--- config.mk ---
export PLATFORM = sky130hd
export DESIGN_NAME = sfu_cell
export DESIGN_NICKNAME = d
export VERILOG_FILES = /design/src/rtl/sfu_pkg.sv /design/src/rtl/sfu_arith.sv /design/src/rtl/sfu_shift.sv /design/src/rtl/sfu_route.sv /design/src/rtl/sfu_cell.sv
export SDC_FILE = /design/constraint.sdc
export NUM_CORES = 1
export LEC_CHECK = 0
export BUFFER_PORTS_ARGS = -buffer_cell sky130_fd_sc_hd__buf_2
export CORE_UTILIZATION = 57
export DETAILED_ROUTE_END_ITERATION = 10
export PLACE_DENSITY = 0.81
export SKIP_LAST_GASP = 1
export SLEW_MARGIN = 25
export SYNTH_ARGS = -nofsm -noshare
export SYNTH_HDL_FRONTEND = slang
export SYNTH_SLANG_ARGS = --single-unit
--- constraint.sdc ---
create_clock -name vclk -period 6.4
set_input_delay 0.64 -clock vclk [all_inputs]
set_output_delay 0.64 -clock vclk [all_outputs]
set_load 0.02 [all_outputs]
--- src/rtl/sfu_pkg.sv ---
package sfu_pkg;

  typedef enum logic [2:0] {
    OP_IDLE  = 3'b000,
    OP_ADD   = 3'b001,
    OP_SUB   = 3'b010,
    OP_MUL   = 3'b011,
    OP_SHR   = 3'b100,
    OP_SEL   = 3'b101,
    OP_FWD_A = 3'b110,
    OP_FWD_B = 3'b111
  } sfu_op_e;

endpackage

--- src/rtl/sfu_arith.sv ---
module sfu_arith #(
  parameter int WIDTH = 16
) (
  input  logic [WIDTH-1:0] a_i,
  input  logic [WIDTH-1:0] b_i,
  output logic [WIDTH-1:0] sum_o,
  output logic [WIDTH-1:0] diff_o,
  output logic [WIDTH-1:0] prod_o
);

  logic [2*WIDTH-1:0] prod_full;

  always_comb begin
    sum_o     = a_i + b_i;
    diff_o    = a_i - b_i;
    prod_full = {{WIDTH{1'b0}}, a_i} * {{WIDTH{1'b0}}, b_i};
    prod_o    = prod_full[WIDTH-1:0];
  end

  logic unused_prod_hi;
  assign unused_prod_hi = ^prod_full[2*WIDTH-1:WIDTH];

endmodule

--- src/rtl/sfu_shift.sv ---
module sfu_shift #(
  parameter int WIDTH = 16,
  localparam int AMT_W = $clog2(WIDTH)
) (
  input  logic [WIDTH-1:0] val_i,
  input  logic [AMT_W-1:0] amt_i,
  output logic [WIDTH-1:0] res_o
);

  logic [WIDTH-1:0] stage [0:AMT_W];

  assign stage[0] = val_i;

  for (genvar k = 0; k < AMT_W; k++) begin : g_stage
    localparam int STEP = 1 << k;
    assign stage[k+1] = amt_i[k]
                      ? {{STEP{stage[k][WIDTH-1]}}, stage[k][WIDTH-1:STEP]}
                      : stage[k];
  end

  assign res_o = stage[AMT_W];

  always_comb begin
    a_r5_sign_kept: assert (res_o[WIDTH-1] == val_i[WIDTH-1])
      else $error("shift changed sign bit");
  end

endmodule

--- src/rtl/sfu_route.sv ---
module sfu_route #(
  parameter int WIDTH = 16
) (
  input  logic [WIDTH-1:0] a_i,
  input  logic [WIDTH-1:0] b_i,
  input  logic             pick_b_i,
  output logic [WIDTH-1:0] sel_o
);

  assign sel_o = pick_b_i ? b_i : a_i;

endmodule

--- src/rtl/sfu_cell.sv ---
module sfu_cell #(
  parameter int WIDTH = 16
) (
  input  logic [2:0]       cfg_op,
  input  logic [WIDTH-1:0] in_a,
  input  logic [WIDTH-1:0] in_b,
  input  logic [WIDTH-1:0] in_s,
  output logic [WIDTH-1:0] fu_out
);
  import sfu_pkg::*;

  localparam int AMT_W = $clog2(WIDTH);

  logic [WIDTH-1:0] sum_w, diff_w, prod_w, shr_w, sel_w;
  sfu_op_e          op;

  assign op = sfu_op_e'(cfg_op);

  sfu_arith #(.WIDTH(WIDTH)) u_arith (
    .a_i(in_a), .b_i(in_b),
    .sum_o(sum_w), .diff_o(diff_w), .prod_o(prod_w)
  );

  sfu_shift #(.WIDTH(WIDTH)) u_shift (
    .val_i(in_a), .amt_i(in_b[AMT_W-1:0]), .res_o(shr_w)
  );

  sfu_route #(.WIDTH(WIDTH)) u_route (
    .a_i(in_a), .b_i(in_b), .pick_b_i(in_s[0]), .sel_o(sel_w)
  );

  logic unused_s;
  assign unused_s = ^in_s[WIDTH-1:1];

  always_comb begin
    unique case (op)
      OP_ADD:   fu_out = sum_w;
      OP_SUB:   fu_out = diff_w;
      OP_MUL:   fu_out = prod_w;
      OP_SHR:   fu_out = shr_w;
      OP_SEL:   fu_out = sel_w;
      OP_FWD_A: fu_out = in_a;
      OP_FWD_B: fu_out = in_b;
      default:  fu_out = '0;
    endcase
  end

  always_comb begin
    if (op == OP_IDLE)
      a_r1_idle_zero: assert (fu_out == '0) else $error("idle not zero");
    if (op == OP_SEL && in_s[0])
      a_r6_sel_b: assert (fu_out == in_b) else $error("select b wrong");
    if (op == OP_SEL && !in_s[0])
      a_r6_sel_a: assert (fu_out == in_a) else $error("select a wrong");
    if (op == OP_ADD)
      a_r2_add_wrap: assert (fu_out - in_b == in_a) else $error("add wrong");
    if (op == OP_SUB)
      a_r3_sub_wrap: assert (fu_out + in_b == in_a) else $error("sub wrong");
    if (op == OP_FWD_B)
      a_r8_fwd_b: assert (fu_out == in_b) else $error("fwd b wrong");
  end

endmodule

==> flow_summary.html <==
<table>
<tr><th>Metric</th><th>Value</th></tr>
<tr><th colspan="2">Power</th></tr>
<tr><td>Static Leak</td><td>3.26 nW</td></tr>
<tr><td>Final total power</td><td>2.48 mW</td></tr>
<tr><td>VDD IR-drop max</td><td>0.248 mV</td></tr>
<tr><td>Power density over the cells</td><td>369 mW/mm2</td></tr>
<tr><th colspan="2">Critical path</th></tr>
<tr><td>Startpoint type of the worst setup path</td><td>primary input</td></tr>
<tr><td>WP data arrival</td><td>5.69 ns</td></tr>
<tr><td>Critical path type</td><td>primary input to output pin</td></tr>
<tr><td>Critical Path Source</td><td>in_a[7]</td></tr>
<tr><td>Required time at the endpoint of the critical path</td><td>5.76 ns</td></tr>
<tr><td>Top fanout value on the critical path</td><td>6</td></tr>
<tr><td>Critical path endpoint</td><td>fu_out[13]</td></tr>
<tr><td>Critical Path Sink Type</td><td>output pin</td></tr>
<tr><th colspan="2">Final layout</th></tr>
<tr><td>Number of inserted diodes</td><td>0</td></tr>
<tr><td>Clock Buffer Count</td><td>0</td></tr>
<tr><td>Area taken by flip-flops and latches</td><td>0 um2</td></tr>
<tr><td>Multi-input combinational cell area</td><td>0.00549 mm2</td></tr>
<tr><td>Fill cells</td><td>891</td></tr>
<tr><td>Core occupancy in the finished layout</td><td>65.4%</td></tr>
<tr><td>Total number of sequential cells</td><td>0</td></tr>
<tr><td>Number of nets in the finished design</td><td>1020</td></tr>
<tr><td>Area growth from synthesis to layout</td><td>11.8%</td></tr>
<tr><td>Share of cells above drive strength 1</td><td>15.6%</td></tr>
<tr><th colspan="2">Synth</th></tr>
<tr><td>Cell count after synthesis</td><td>772</td></tr>
<tr><td>Area share of the largest cell type after synthesis</td><td>27.0%</td></tr>
<tr><td>Ranking of synthesized cells by area</td><td>sky130_fd_sc_hd__fa_1, sky130_fd_sc_hd__ha_1, sky130_fd_sc_hd__inv_1</td></tr>
<tr><td>Average instance area after synthesis</td><td>7.79 um2</td></tr>
<tr><td>Nets in the synthesized netlist</td><td>970</td></tr>
<tr><td>Cell area after synthesis</td><td>0.00601 mm2</td></tr>
<tr><td>Yosys warns</td><td>0</td></tr>
<tr><td>Post-synthesis cell type count</td><td>56</td></tr>
<tr><td>Most frequent cell after synthesis</td><td>sky130_fd_sc_hd__inv_1</td></tr>
<tr><td>Library cell with the largest summed area after synthesis</td><td>sky130_fd_sc_hd__fa_1</td></tr>
<tr><td>Post-synthesis sequential area ratio</td><td>0%</td></tr>
<tr><td>Leading cell types by count after synthesis</td><td>sky130_fd_sc_hd__inv_1, sky130_fd_sc_hd__nand2_1, sky130_fd_sc_hd__fa_1, sky130_fd_sc_hd__and2_1, sky130_fd_sc_hd__ha_1</td></tr>
<tr><th colspan="2">Run</th></tr>
<tr><td>Number of max-cap violations</td><td>0</td></tr>
<tr><th colspan="2">Hold path</th></tr>
<tr><td>Worst hold path class</td><td>primary input to output pin</td></tr>
<tr><th colspan="2">Die</th></tr>
<tr><td>Standard cell core area</td><td>0.0103 mm2</td></tr>
<tr><td>Die boundary height</td><td>105 um</td></tr>
<tr><td>Std cell rows</td><td>37</td></tr>
<tr><td>Initial core utilization</td><td>58.5%</td></tr>
<tr><td>Overall die area</td><td>0.0110 mm2</td></tr>
<tr><td>Top-level port count</td><td>67</td></tr>
<tr><td>X dimension of the die</td><td>105 um</td></tr>
<tr><th colspan="2">STA</th></tr>
<tr><td>Unrepaired setup endpoints after global routing</td><td>yes</td></tr>
<tr><td>Final-layout setup total negative slack</td><td>0 ns</td></tr>
<tr><td>Period utilization</td><td>99.0%</td></tr>
<tr><td>Max-slew violation count</td><td>0</td></tr>
<tr><td>Number of endpoints failing setup at the final stage</td><td>0</td></tr>
<tr><td>Slew at the pin with the worst max-slew slack</td><td>1.05 ns</td></tr>
<tr><td>Fmax achieved</td><td>158 MHz</td></tr>
<tr><td>Final worst path period need</td><td>6.33 ns</td></tr>
<tr><td>Final Hold Slack</td><td>1.69 ns</td></tr>
<tr><td>Max transition margin</td><td>29.6%</td></tr>
<tr><td>Final-report hold violation count</td><td>0</td></tr>
<tr><th colspan="2">Run status</th></tr>
<tr><td>Status</td><td>finished, final reports clean</td></tr>
<tr><th colspan="2">Drt</th></tr>
<tr><td>DRT Pass-1 Iters</td><td>6</td></tr>
<tr><td>Aggregate routed wire length</td><td>19100 um</td></tr>
<tr><td>DRT iter0 DRCs</td><td>702</td></tr>
<tr><td>DRC errors left</td><td>0</td></tr>
<tr><td>Post-detailed-route count of antenna-violating nets</td><td>0</td></tr>
<tr><td>Vias</td><td>5879</td></tr>
<tr><td>Routed len/inst</td><td>20.0 um</td></tr>
<tr><td>Avg Vias per Cell</td><td>6.15</td></tr>
<tr><th colspan="2">GRT</th></tr>
<tr><td>Total overflow reported by the global router</td><td>0</td></tr>
<tr><td>Number of antenna violations at the first check in global routing</td><td>0</td></tr>
<tr><td>All-layer global routing usage</td><td>35.1%</td></tr>
<tr><td>First-pass GRT wire length</td><td>30400 um</td></tr>
<tr><td>Vias in the first global route</td><td>6108</td></tr>
<tr><td>Maximum number of pins on one net before global-route repair</td><td>28</td></tr>
<tr><th colspan="2">Placement</th></tr>
<tr><td>Final weighted congestion of routability-driven global placement</td><td>0.988</td></tr>
<tr><td>HPWL Detailed</td><td>15300 um</td></tr>
<tr><td>I/O Buffers</td><td>52</td></tr>
<tr><th colspan="2">CTS</th></tr>
<tr><td>Hold-fix buffer count after cts</td><td>0</td></tr>
</table>
## cells by family (layout without fill, tap and decap cells)
| group | Yosys count | after routing | share of synthesized area, % |
|---|---|---|---|
| xor+xnor | 64 | 64 | 9.55 |
| compound gates | 143 | 143 | 16.7 |
| simple gates | 237 | 237 | 19.5 |
| fa+ha+maj | 147 | 147 | 40.7 |
| buf+inv | 168 | 216 | 10.7 |
| mux | 13 | 13 | 2.85 |
## stage by stage
stage                     cells  worst slack, ns  instance area (um2)
after global routing        956          -0.0246                 6720
final                       956           0.0656                 6720
after floorplan             772           0.0159                 6040
after detailed placement    955          -0.0623                 6570
after global placement      955           0.0399                 6570
after CTS                   955           0.0150                 6580
## area by class of cell
cell class	instances	area share (%)
multi-input combinational	604	81.6
tap	136	2.53
inverter	126	7.04
timing repair buffer	90	8.84
## metal layers
layer	global-route usage, %	vias to the layer above	part of all wire, %
li1	-	2633	-
met1	45.2	2845	38
met2	60.1	350	48
met3	7.36	51	10
met4	8.55	0	3.3
met5	0	-	0
## report_power, final
group	switching [mW]	internal (mW)	total (mW)
Combinational	1.34	1.14	2.48
Clock	0	0	0
Sequential	0	0	0
## cells in the final DEF (no fill, tap or decap), types with 27 or more instances in the layout
master	netlist	routed
sky130_fd_sc_hd__nand2_1	97	97
sky130_fd_sc_hd__nor2_1	32	32
sky130_fd_sc_hd__buf_2	5	40
sky130_fd_sc_hd__xnor2_1	44	42
sky130_fd_sc_hd__fa_1	81	77
sky130_fd_sc_hd__buf_4	0	36
sky130_fd_sc_hd__and2_1	67	64
sky130_fd_sc_hd__a21oi_1	29	27
sky130_fd_sc_hd__ha_1	66	62
sky130_fd_sc_hd__inv_1	125	125
## repair_timing
action                                 CTS  global route
endpoints found under the hold margin    0             0
pin swaps                                3            14
gates resized for setup                  3            33
buffers inserted                         0             1
setup endpoints to repair                2             5
## worst min-delay path by stage
stage	startpoint	endpoint	slack (ns)	depth (start not counted)
global placement	cfg_op[2]	fu_out[15]	1.71	4
global route	cfg_op[2]	fu_out[15]	1.70	4
detailed placement	cfg_op[2]	fu_out[15]	1.70	4
CTS	cfg_op[2]	fu_out[15]	1.68	4
floorplan	cfg_op[2]	fu_out[15]	1.43	2
finish	cfg_op[2]	fu_out[15]	1.69	4
## worst max-delay path, stage by stage
cell                       delay, ns
sky130_fd_sc_hd__clkbuf_4       0.17
sky130_fd_sc_hd__and2_4         0.18
sky130_fd_sc_hd__fa_1           0.54
sky130_fd_sc_hd__inv_1          0.05
sky130_fd_sc_hd__fa_1           0.49
sky130_fd_sc_hd__fa_1           0.44
sky130_fd_sc_hd__fa_1           0.54
sky130_fd_sc_hd__inv_1          0.05
sky130_fd_sc_hd__fa_1           0.47
sky130_fd_sc_hd__inv_1          0.05
sky130_fd_sc_hd__fa_1           0.47
sky130_fd_sc_hd__inv_1          0.06
sky130_fd_sc_hd__ha_4           0.21
sky130_fd_sc_hd__buf_4          0.14
sky130_fd_sc_hd__nand3_1        0.08
sky130_fd_sc_hd__a21oi_2        0.05
sky130_fd_sc_hd__or4_1          0.53
sky130_fd_sc_hd__a31oi_1        0.19
sky130_fd_sc_hd__o21ai_1        0.12
sky130_fd_sc_hd__buf_4          0.20
Note: power is estimated with default switching activity, not from simulation.
